### src/rtl/eiu_pkg.sv
package eiu_pkg;

    localparam int BUS_AW = 8;
    localparam int BUS_DW = 32;
    localparam int CODE_W = 4;

    localparam logic [BUS_AW-1:0] OFS_TRIG  = 8'h00;
    localparam logic [BUS_AW-1:0] OFS_SCRAT = 8'h04;
    localparam logic [BUS_AW-1:0] OFS_PEND  = 8'h08;
    localparam logic [BUS_AW-1:0] OFS_MASK  = 8'h0C;

    typedef enum logic [CODE_W-1:0] {
        TRIG_OFF  = 4'd0,
        TRIG_RISE = 4'd1,
        TRIG_FALL = 4'd2,
        TRIG_BOTH = 4'd3,
        TRIG_HIGH = 4'd5,
        TRIG_LOW  = 4'd6
    } trig_e;

    typedef struct packed {
        logic on_rise;
        logic on_fall;
        logic on_high;
        logic on_low;
    } trig_sel_t;

    function automatic trig_sel_t decode_trig(input logic [CODE_W-1:0] code);
        trig_sel_t s;
        s = '0;
        case (code)
            TRIG_RISE: s.on_rise = 1'b1;
            TRIG_FALL: s.on_fall = 1'b1;
            TRIG_BOTH: begin s.on_rise = 1'b1; s.on_fall = 1'b1; end
            TRIG_HIGH: s.on_high = 1'b1;
            TRIG_LOW:  s.on_low  = 1'b1;
            default:   s = '0;
        endcase
        return s;
    endfunction

    function automatic logic trig_fires(input trig_sel_t s, input logic cur, input logic old);
        return (s.on_rise & cur & ~old) | (s.on_fall & ~cur & old) |
               (s.on_high & cur) | (s.on_low & ~cur);
    endfunction

    function automatic logic code_is_live(input logic [CODE_W-1:0] code);
        return (code == TRIG_RISE) || (code == TRIG_FALL) || (code == TRIG_BOTH) ||
               (code == TRIG_HIGH) || (code == TRIG_LOW);
    endfunction

endpackage

### src/rtl/eiu_sync.sv
module eiu_sync #(
    parameter int NUM_CH = 6
) (
    input  logic              clk,
    input  logic              rst,
    input  logic [NUM_CH-1:0] pin_async,
    output logic [NUM_CH-1:0] pin_sync
);
    logic [NUM_CH-1:0] stage1_q;
    logic [NUM_CH-1:0] stage2_q;

    for (genvar i = 0; i < NUM_CH; i++) begin : g_ch
        always_ff @(posedge clk) begin
            if (rst) begin
                stage1_q[i] <= 1'b0;
                stage2_q[i] <= 1'b0;
            end else begin
                stage1_q[i] <= pin_async[i];
                stage2_q[i] <= stage1_q[i];
            end
        end
    end

    assign pin_sync = stage2_q;

    logic [1:0] age_q;
    always_ff @(posedge clk) begin
        if (rst)                age_q <= '0;
        else if (age_q != 2'd3) age_q <= age_q + 2'd1;
    end

    // two stages between pin and synchronised output
    p_sync_lag_r1: assert property (@(posedge clk) disable iff (rst)
        (age_q == 2'd3) |-> (pin_sync == $past(pin_async, 2)));

endmodule

### src/rtl/eiu_detect.sv
module eiu_detect
    import eiu_pkg::*;
#(
    parameter int NUM_CH = 6,
    localparam int TRIG_W = CODE_W * NUM_CH
) (
    input  logic              clk,
    input  logic              rst,
    input  logic [NUM_CH-1:0] pin_sync,
    input  logic [TRIG_W-1:0] trig_cfg,
    output logic [NUM_CH-1:0] set_pend
);
    logic [NUM_CH-1:0] last_q;

    for (genvar i = 0; i < NUM_CH; i++) begin : g_ch
        trig_sel_t sel;
        assign sel = decode_trig(trig_cfg[CODE_W*i +: CODE_W]);

        always_ff @(posedge clk) begin
            if (rst) last_q[i] <= 1'b0;
            else     last_q[i] <= pin_sync[i];
        end

        assign set_pend[i] = trig_fires(sel, pin_sync[i], last_q[i]);
    end

endmodule

### src/rtl/eiu_regs.sv
module eiu_regs
    import eiu_pkg::*;
#(
    parameter int NUM_CH = 6,
    localparam int TRIG_W = CODE_W * NUM_CH
) (
    input  logic              clk,
    input  logic              rst,
    input  logic [BUS_AW-1:0] bus_addr,
    input  logic              bus_wr,
    input  logic [BUS_DW-1:0] bus_wdata,
    output logic [BUS_DW-1:0] bus_rdata,
    input  logic [NUM_CH-1:0] set_pend,
    output logic [TRIG_W-1:0] trig_cfg,
    output logic [NUM_CH-1:0] mask_q,
    output logic [NUM_CH-1:0] irq_o
);
    logic [TRIG_W-1:0] trig_q;
    logic [BUS_DW-1:0] scrat_q;
    logic [NUM_CH-1:0] pend_q;
    logic [NUM_CH-1:0] keep_mask;

    logic wr_trig, wr_scrat, wr_pend, wr_mask;
    assign wr_trig  = bus_wr && (bus_addr == OFS_TRIG);
    assign wr_scrat = bus_wr && (bus_addr == OFS_SCRAT);
    assign wr_pend  = bus_wr && (bus_addr == OFS_PEND);
    assign wr_mask  = bus_wr && (bus_addr == OFS_MASK);

    assign keep_mask = wr_pend ? bus_wdata[NUM_CH-1:0] : '1;

    always_ff @(posedge clk) begin
        if (rst) begin
            trig_q  <= '0;
            scrat_q <= '0;
            pend_q  <= '0;
            mask_q  <= '0;
        end else begin
            if (wr_trig)  trig_q  <= bus_wdata[TRIG_W-1:0];
            if (wr_scrat) scrat_q <= bus_wdata;
            if (wr_mask)  mask_q  <= bus_wdata[NUM_CH-1:0];
            pend_q <= (pend_q & keep_mask) | set_pend;
        end
    end

    always_comb begin
        bus_rdata = '0;
        case (bus_addr)
            OFS_TRIG:  bus_rdata[TRIG_W-1:0] = trig_q;
            OFS_SCRAT: bus_rdata = scrat_q;
            OFS_PEND:  bus_rdata[NUM_CH-1:0] = pend_q;
            OFS_MASK:  bus_rdata[NUM_CH-1:0] = mask_q;
            default:   bus_rdata = '0;
        endcase
    end

    assign trig_cfg = trig_q;
    assign irq_o    = pend_q & mask_q;

    // a detected event is captured in pending on the next edge
    p_capture_r2: assert property (@(posedge clk) disable iff (rst)
        (set_pend != '0) |=> ((pend_q & $past(set_pend)) == $past(set_pend)));

    // zero-written bits without a new event are cleared
    p_clear_r8: assert property (@(posedge clk) disable iff (rst)
        wr_pend |=> ((pend_q & ~$past(bus_wdata[NUM_CH-1:0]) & ~$past(set_pend)) == '0));

    // without an event or a pending write, pending holds
    p_hold_r8: assert property (@(posedge clk) disable iff (rst)
        (!wr_pend && set_pend == '0) |=> (pend_q == $past(pend_q)));

endmodule

### src/rtl/ext_irq_unit.sv
module ext_irq_unit
    import eiu_pkg::*;
#(
    parameter int NUM_CH = 6,
    localparam int TRIG_W = CODE_W * NUM_CH
) (
    input  logic              clk,
    input  logic              rst,
    input  logic [NUM_CH-1:0] ext_in,
    input  logic [BUS_AW-1:0] bus_addr,
    input  logic              bus_wr,
    input  logic [BUS_DW-1:0] bus_wdata,
    output logic [BUS_DW-1:0] bus_rdata,
    output logic [NUM_CH-1:0] irq_o
);
    logic [NUM_CH-1:0] pin_sync;
    logic [NUM_CH-1:0] set_pend;
    logic [TRIG_W-1:0] trig_cfg;
    logic [NUM_CH-1:0] mask_q;

    eiu_sync #(.NUM_CH(NUM_CH)) u_sync (
        .clk(clk), .rst(rst), .pin_async(ext_in), .pin_sync(pin_sync)
    );

    eiu_detect #(.NUM_CH(NUM_CH)) u_detect (
        .clk(clk), .rst(rst), .pin_sync(pin_sync), .trig_cfg(trig_cfg),
        .set_pend(set_pend)
    );

    eiu_regs #(.NUM_CH(NUM_CH)) u_regs (
        .clk(clk), .rst(rst), .bus_addr(bus_addr), .bus_wr(bus_wr),
        .bus_wdata(bus_wdata), .bus_rdata(bus_rdata), .set_pend(set_pend),
        .trig_cfg(trig_cfg), .mask_q(mask_q), .irq_o(irq_o)
    );

    // a masked channel never requests
    p_masked_quiet_r9: assert property (@(posedge clk) disable iff (rst)
        ((irq_o & ~mask_q) == '0));

    for (genvar i = 0; i < NUM_CH; i++) begin : g_chk
        // reserved or off codes never raise an event
        p_reserved_r7: assert property (@(posedge clk) disable iff (rst)
            !code_is_live(trig_cfg[CODE_W*i +: CODE_W]) |-> !set_pend[i]);
    end

endmodule

### config.mk
export PLATFORM = sky130hd
export DESIGN_NAME = ext_irq_unit
export DESIGN_NICKNAME = d
export VERILOG_FILES = /design/src/rtl/eiu_pkg.sv /design/src/rtl/eiu_sync.sv /design/src/rtl/eiu_detect.sv /design/src/rtl/eiu_regs.sv /design/src/rtl/ext_irq_unit.sv
export SDC_FILE = /design/constraint.sdc
export NUM_CORES = 1
export LEC_CHECK = 0
export ABC_AREA = 0
export BUFFER_PORTS_ARGS = -buffer_cell sky130_fd_sc_hd__buf_4
export CORE_MARGIN = 2
export CORE_UTILIZATION = 48
export DETAILED_ROUTE_END_ITERATION = 12
export PLACE_DENSITY = 0.76
export SLEW_MARGIN = 20
export SYNTH_ARGS = -nofsm -noshare
export SYNTH_HDL_FRONTEND = slang
export SYNTH_SLANG_ARGS = --single-unit
### constraint.sdc
create_clock -name clk -period 1.1 [get_ports clk]
set_input_delay 0.11 -clock clk [delete_from_list [all_inputs] [get_ports clk]]
set_output_delay 0.11 -clock clk [all_outputs]
set_load 0.01 [all_outputs]
Word level (Yosys, flattened, before mapping)
Cells that the tools add are included.
W data, S select, Z words.
{"block": "classes", "n_eq_ne": 33, "mux": 28, "n_bitwise": 69, "n_reduce_logical": 17}
{"cell": "$eq A4 B2 Y1 const B", "n": 12}
{"cell": "$eq A4 B3 Y1 const B", "n": 12}
{"cell": "$and A1 B1 Y1", "n": 36}
{"cell": "$pmux W18 S2", "n": 1}
{"cell": "$eq A4 B1 Y1 const B", "n": 6}
{"cell": "$mux W1", "n": 24}
{"cell": "$pmux W6 S4", "n": 1}
{"cell": "$reduce_or A2 Y1", "n": 12}
{"cell": "$or A1 B1 Y1", "n": 18}
{"cell": "$eq A8 B4 Y1 const B", "n": 2}
{"cell": "$and A6 B6 Y6", "n": 2}
{"cell": "$not A1 Y1", "n": 12}
{"cell": "$eq A8 B3 Y1 const B", "n": 1}
{"cell": "$logic_not A8 Y1", "n": 1}
{"cell": "$mux W8", "n": 1}
{"cell": "$mux W6", "n": 1}
{"cell": "$or A6 B6 Y6", "n": 1}
{"cell": "$logic_and A1 B1 Y1", "n": 4}
{"block": "totals", "regBits": 86, "in_bits": 49, "output_inout_bits": 38, "elab_cells": 169}

Depth between registers and ports, before layout
Gate-level depths: netlist (run 1).
{"block": "depth", "ltp_word": 9, "mapped_depth": 7, "ltp_nobuf": 4}

Cells and area by module
Synthesis (run 1) repeated with hierarchy kept, for this count alone.
{"block": "hier_totals", "cells_unflattened": 426, "hier_area_um2": 4229.1}
{"module": "eiu_regs", "n_inst": 1, "cells_each": 347, "area_per_inst_um2": 3457.1, "seq_area_each_um2": 1361.3}
{"module": "eiu_detect", "n_inst": 1, "cells_each": 54, "area_per_inst_um2": 405.4, "seq_area_each_um2": 120.1}
{"module": "eiu_sync", "n_inst": 1, "cells_each": 25, "area_per_inst_um2": 366.6, "seq_area_each_um2": 240.2}

Worst setup path before layout (run 1)
Ideal clock, no wire load.
{"block": "synth_timing", "path_type": "in2out", "startpoint": "input port bus_addr[3]", "endpoint": "output port bus_rdata[16]", "t_arrival_ps": 1114, "required_time_ps": 990, "path_slack_ps": -124, "stages": 6, "path_buffers": 3, "cell_sequence": "buf_6 -> nor3_4 -> and3_1 -> buf_4 -> buf_2 -> a22o_1"}
{"block": "synth_between", "elab_chain_len": 2, "word_cells_on_any_way": 3, "cone_classes": "eq/ne: 1; mux: 1; reduce/logical: 1"}
{"element": "from (decl)", "line_no": "ext_irq_unit.sv:10", "rtl": "input logic [BUS_AW-1:0] bus_addr,"}
{"element": "$eq A8 B3 Y1 or $logic_not A8 Y1 (tied branches)", "line_no": "eiu_regs.sv:47", "rtl": "case (bus_addr)"}
{"element": "$pmux W18 S2 *", "line_no": "eiu_regs.sv:47"}
{"element": "to (decl)", "line_no": "ext_irq_unit.sv:13", "rtl": "output logic [BUS_DW-1:0] bus_rdata,"}
Every way passes the cells marked *; elsewhere a longest branch is shown, timed or not.

Final worst setup path (run 1)
{"block": "layout_timing", "startpoint": "register u_regs.scrat_q[4]", "endpoint": "output port bus_rdata[4]"}
{"block": "layout_between", "elab_chain_len": 1}
{"element": "from (decl)", "line_no": "eiu_regs.sv:19", "rtl": "logic [BUS_DW-1:0] scrat_q;"}
{"element": "from (signal assigned)", "line_no": "eiu_regs.sv:39", "rtl": "if (wr_scrat) scrat_q <= bus_wdata;"}
{"element": "$pmux W6 S4", "line_no": "eiu_regs.sv:47"}
Every way passes these cells.

==> flow_summary.yaml, run 1 <==
setup_path:
  path_cells: "mux4_2 > and3_4 > buf_6"
  critPathLaunchType: "register"
  cp_max_fo: 2
  cp.arrival_ps: 1500
  crit_type: "register to primary output"
  cp.required_ps: 990
  r2r_slack_ps: -160
  r2r-start: "u_regs.trig_cfg[6]"
  r2r-end: "u_regs.pend_q[1]"
  cpPeakStageDelay_ps: 490
  ff2ff_path_depth: 4
  end_kind: "primary output"
  critPathSlowestCell: "mux4_2"
floorplanning:
  dieArea_um2: 8342
  die-width_um: 91.34
  ios: 87
  die_y_um: 91.34
  start_util_pct: 49.94
  core_um2: 7331
  rows: 31
drt:
  drc: 0
  vias: 4386
  drt_iter0_drc: 396
  ant_nets: 0
  routed_via_density: 6.248
  wl_per_cell_um: 24.53
  drtPass1Iterations: 5
  routed_wl_mm: 17.22
hold_path:
  worst_hold_path.num_cells: 3
  hold_end: "u_regs.scrat_q[17]"
  hold_path_class: "primary input to register"
  hp-start: "bus_wdata[17]"
logic_synthesis:
  synthesis.nets: 474
  yosysTopAreaCell: "dfxtp_1"
  yosysWarnings: 0
  synth-compound-area-share_pct: 16.17
  synth_top_family_by_area: "simple AND/OR/NAND/NOR gates"
  netlist_top_cells_area: "dfxtp_1 (47%), nand2_1 (12%), a21oi_1 (8.5%)"
  syn_avg_cell_area_um2: 8.614
  synth_top_area_share_pct: 47.03
  yosys.area_share.simple_pct: 25.84
  syn_inst: 425
  synth_xor_area_share_pct: 0
  yosysSeqAreaShare_pct: 47.03
  yosys.area_share.adder_pct: 0
  synth.area.mux_share_pct: 5.332
  synth_area_um2: 3661
  synth_cell_types: 27
  ys_ff_latch: 86
sta:
  finalCritPeriodShare_pct: 146.4
  rsz0062_at_grt: "true"
  hold_slack_ps: 5.273
  fin_ws_ps: -510.5
  slew_violations: 0
  tightest_slew_ps: 342.3
  fmax_mhz: 620.9
  finalClockSkew_ps: 10.09
  relSlewSlack_pct: 76.52
  finalHoldViolCount: 0
  setup_viol: 106
  period_needed_ps: 1611
final_layout:
  layout.nets: 648
  layout-drive-gt1-share_pct: 62.85
  area_growth_pct: 82.06
  finalNonFillerCells: 702
  n_antenna_cell: 0
  fin_util_pct: 90.92
  final_common_cell: "buf_4"
  layout_common_cells: "buf_4 (91), dfxtp_1 (64), a21oi_2 (56)"
clock_network:
  htreeDepth: 3
  cts_sinks: 86
  cts_made_buffers: 9
  tritoncts: "yes"
  clockRootBuffer: "clkbuf_8"
  clock_latency_ps: 370
  clockBufferDepth: 2
  clkTransAtPathRegs_ps: 90
power:
  power.density_nw_per_um2: 931.3
  total_leakage_power_nw: 2.779
  power_frac_clock_pct: 40.2
  p_comb_share_pct: 8.9
  p_seq_share_pct: 50.9
  vdd_ir_drop_max_mv: 0.9912
  netSwitchingFraction_pct: 24.70
  p_sw_mw: 1.533
  p_int_mw: 4.674
place:
  gp_congestion: 0.7979
  port_buffers: 86
  place_inst: 630
  hpwl_mm: 6.640
grt:
  track_usage_pct: 29.49
  overflow: 0
  grt_max_degree: 50
  grt_pass1_vias: 3855
  grt_pass1_wl_mm: 19.00
  antenna_found_initial: 0
outcome:
  status: "complete, but fails checks"
  violations: "setup timing"
flow_run:
  drv_cap: 0
[area by class of cell]
class	instances	area, um^2
Clock buffer	9	123.9
Clock inverter	6	87.58
Fill cell	250	665.6
Inverter	5	18.77
Multi-Input combinational cell	305	2550
Sequential cell	86	1749
Tap cell	99	123.9
Timing Repair Buffer	192	2012
[per-layer routing]
metal  up-vias  share of wire (%)  GRT usage [%]
met5         -                  0              0
met4         0                7.7          13.26
met3       139                8.4          6.390
met2       366                 50          55.25
met1      2095                 34          31.38
li1       1786                  -              -
[repair_timing]
item                                    CTS  global route
gates cloned                              6             5
endpoints found under the setup margin   46           106
buffers inserted                         11            13
gates resized for setup                  97           229
hold buffers                             28             0
pin swaps                                18           100
endpoints found under the hold margin    34             0
[state kept, by name, indices dropped and copies added (netlist names)]
register	count
u_regs.scrat_q	32
u_regs.trig_cfg	24
u_sync.pin_sync	6
u_sync.stage1_q	6
u_regs.mask_q	6
u_detect.last_q	6
u_regs.pend_q	6
[power by group through the flow]
stage	Sequential (mW)	Clock [mW]	Combinational (mW)
finish	3.16	2.50	0.554
global route	3.16	2.59	0.574
CTS	3.15	2.41	0.443
detailed placement	3.22	0	0.334
global placement	3.22	0	0.328
floorplan	3.22	0	0.125
[per-stage QoR]
stage	power (mW)	TNS [ps]	cell area, um^2	worst slack (ps)
2_1_floorplan	3.346	-3235	3725	-53.00
3_3_place_gp	3.551	-28580	4684	-355.9
3_5_place_dp	3.558	-32170	4684	-384.8
4_1_cts	6.000	-14550	5752	-451.9
5_1_grt	6.328	-27160	6665	-536.8
6_report	6.207	-23530	6665	-510.5
[how the worst max path moves through the flow]
stage / cells after the start / slack (ps) / end / from
2_1_floorplan: 6 / -50 / u_regs.trig_cfg[10] / bus_addr[7]
3_3_place_gp: 6 / -360 / bus_rdata[11] / bus_addr[7]
3_5_place_dp: 6 / -380 / bus_rdata[23] / bus_addr[7]
4_1_cts: 3 / -450 / bus_rdata[2] / u_regs.mask_q[2]
5_1_grt: 9 / -540 / u_regs.mask_q[3] / bus_addr[4]
6_report: 3 / -510 / bus_rdata[4] / u_regs.scrat_q[4]
[synthesized netlist by cell type (all sizes together)]
cell and n:
and3 9, a21oi 62, nand2b 10, dfxtp 86, buf 19, mux2i 6
nand2 119, nor4 1, a22o 18, nand4 7, nor2b 22, clkbuf 10
nand4b 1, a21o 6, o21ai 7, nor2 8, inv 5, a211o 5
mux4 6, nand3 2, and2 15, nor3 1
[kinds of logic after synthesis]
| family | after synthesis |
|---|---|
| buf+inv | 34 |
| flops | 86 |
| mux | 12 |
| simple gates | 195 |
| compound gates | 98 |
[critical path, delay by kind of cell, from the launching register on]
family        cells  cell delay, ps
flops             1             360
buf+inv           1             110
mux               1             490
simple gates      1             170
(Power assumes the default switching activity.)
==> run 2, diff against run 1 <==
--- a/config.mk
+++ b/config.mk
@@ -5,12 +5,12 @@
 export SDC_FILE = /design/constraint.sdc
 export NUM_CORES = 1
 export LEC_CHECK = 0
-export ABC_AREA = 0
+export ABC_AREA = 1
 export BUFFER_PORTS_ARGS = -buffer_cell sky130_fd_sc_hd__buf_4
 export CORE_MARGIN = 2
 export CORE_UTILIZATION = 48
 export DETAILED_ROUTE_END_ITERATION = 12
-export PLACE_DENSITY = 0.76
+export PLACE_DENSITY = 0.8
 export SLEW_MARGIN = 20
 export SYNTH_ARGS = -nofsm -noshare
 export SYNTH_HDL_FRONTEND = slang
==> run 2 against run 1 <==
The flow still finishes with violations (setup timing). Core utilization decreased by 16 points. Sequential cell count unchanged. Critical path depth increased by 6. Sequential share of layout area increased by 3.9 points. Highest routed layer unchanged.
==> flow_summary.yaml, run 2 <==
outcome:
  status: "complete, but fails checks"
  violations: "setup timing"
power:
  p_int_mw: 4.471
  vdd_ir_drop_max_mv: 0.7341
  power_frac_clock_pct: 36.7
  power.density_nw_per_um2: 1009
  netSwitchingFraction_pct: 23.38
  p_sw_mw: 1.365
  p_seq_share_pct: 54.0
  p_comb_share_pct: 9.3
  total_leakage_power_nw: 2.398
sta:
  period_needed_ps: 1313
  fmax_mhz: 761.4
  relSlewSlack_pct: 80.30
  finalClockSkew_ps: 17.31
  rsz0062_at_grt: "true"
  finalCritPeriodShare_pct: 119.4
  slew_violations: 0
  setup_viol: 37
  tightest_slew_ps: 295.1
  tns_ps: -4542
  hold_slack_ps: 3.695
  fin_ws_ps: -213.3
  finalHoldViolCount: 0
drt:
  drt_iter0_drc: 349
  drc: 0
  ant_nets: 0
  routed_via_density: 5.457
  wl_per_cell_um: 16.40
  routed_wl_mm: 13.02
  vias: 4333
  drtPass1Iterations: 6
final_layout:
  layout_common_cells: "buf_4 (100), nor2_1 (97), nand2_1 (89)"
  area_growth_pct: 51.76
  final_common_cell: "buf_4"
  nFillCells: 548
  regMostFlops: "u_regs.scrat_q"
  finalNonFillerCells: 794
  multi_input_comb_area_um2: 2101
  n_antenna_cell: 0
  design_area_um2: 5786
  largest_reg_flops: 32
  layout-drive-gt1-share_pct: 34.97
  layout.nets: 739
  seq_area_um2: 1745
logic_synthesis:
  yosysSeqAreaShare_pct: 45.16
  async_flop_share_pct: 0
  yosysTopAreaCell: "dfxtp_1"
  synth_top_area_share_pct: 45.16
  ys_ff_latch: 86
  synth_cell_types: 22
  synth-edff-count: 0
  netlist_top_cells_area: "dfxtp_1 (45%), nand2_1 (11%), nor2_1 (10%)"
  syn_avg_cell_area_um2: 6.796
  synth_area_um2: 3812
  synth_common_cells: "nand2_1 (112), nor2_1 (106), dfxtp_1 (86), nand3_1 (69), inv_1 (53)"
  yosysWarnings: 0
  synthesis.nets: 610
  synth.most_common_cell: "nand2_1"
  ys.flop_type: "dfxtp_1"
  syn_inst: 561
setup_path:
  cp_max_fo: 4
  cp.arrival_ps: 1200
  crit_type: "primary input to primary output"
  critPathLaunch: "bus_addr[5]"
  end_kind: "primary output"
  r2r-start: "u_regs.trig_cfg[2]"
  critPathLaunchType: "primary input"
  ff2ff_path_depth: 6
  cp.required_ps: 990
clock_network:
  clockRootBuffer: "clkbuf_8"
  htreeDepth: 3
  cts_made_buffers: 9
  clock_latency_ps: 360
  clockBufferDepth: 2
  cts_sinks: 86
  clkTransAtPathRegs_ps: 80
  tritoncts: "yes"
grt:
  use_met1_pct: 33.18
  use_met3_pct: 7.494
  track_usage_pct: 29.38
  grt_pass1_vias: 4231
  overflow: 0
  grt_pass1_wl_mm: 19.75
  antenna_found_initial: 0
  grt_max_degree: 39
  use_met2_pct: 50.18
  top_usage_layer: "met2"
hold_path:
  worst_hold_path.num_cells: 3
  hp-start: "bus_wdata[14]"
  hold_path_class: "primary input to register"
floorplanning:
  start_util_pct: 49.34
  core_um2: 7727
  rows: 32
  ios: 87
  die-width_um: 93.12
  die_y_um: 93.12
  dieArea_um2: 8671
place:
  place_area_um2: 4758
  port_buffers: 86
  gp_congestion: 0.8230
  hpwl_mm: 7.252
  place_inst: 745
  place_ws_ps: -285.8
flow_run:
  drv_cap: 0
==> run 2: changes by cell type after synthesis, sizes merged, moves of 22 or more <==
| cell | before | now |
|---|---|---|
| nor2 | 8 | 112 |
| nand3 | 2 | 69 |
| inv | 5 | 55 |
| o21ai | 7 | 48 |
| a21oi | 62 | 36 |
| nor2b | 22 | 0 |
==> run 2: timing repair <==
action	4_1_cts	5_1_grt
setup endpoints to repair	32	56
hold endpoints to repair	9	1
resized for setup	102	70
hold buffers	9	1
cloned	3	1
pin swaps	25	13
buffers inserted	23	2
==> run 2: logic make-up after synthesis <==
kind of cell	Yosys count	synth area share, %
and+or+nand+nor	304	34.13
DFF	86	45.16
AOI/OAI and AO/OA	84	11.03
buffers and inverters	87	9.682
==> run 2: final timing paths <==
path	endpoint	slack (ps)
worst min register to register	u_sync.pin_sync[5]	400
worst max-delay path	bus_rdata[5]	-210
worst min-delay path	u_regs.scrat_q[14]	4
worst max register to register	u_regs.pend_q[0]	70
==> run 2: cell type report <==
| cell class | count | area share, % |
|---|---|---|
| clock buffer | 11 | 2.444 |
| sequential | 86 | 30.17 |
| clock inverter | 2 | 0.6055 |
| tap | 102 | 2.206 |
| inverter | 55 | 3.612 |
| multi-input combinational | 389 | 36.31 |
| timing repair buffer | 149 | 24.65 |
==> run 2: metrics by stage <==
stage          utilization (%)  total power, mW
2_1_floorplan                -            3.390
3_3_place_gp             61.58            3.634
3_5_place_dp             61.58            3.646
4_1_cts                  72.17            5.792
5_1_grt                  74.87            6.071
6_report                 74.87            5.836
==> run 2: power groups by stage <==
stage	clock (mW)	sequential, mW	combinational (mW)
2_1_floorplan	0	3.22	0.166
3_3_place_gp	0	3.23	0.408
3_5_place_dp	0	3.23	0.418
4_1_cts	2.14	3.15	0.496
5_1_grt	2.33	3.16	0.581
6_report	2.14	3.15	0.543
==> run 2: worst max-delay path: stages <==
cell and delay, ps:
buf_6 100, nor2_4 120, nand2_4 90, nor2_4 140, buf_6 160, buf_6 120
nand3_1 100, nand4_1 110, buf_4 130
==> run 2: routing by layer <==
layer / vias up / share of wire [%]
li1: 2040 / -
met1: 1941 / 36
met2: 282 / 50
met3: 70 / 8.2
met4: 0 / 4.9
met5: - / 0
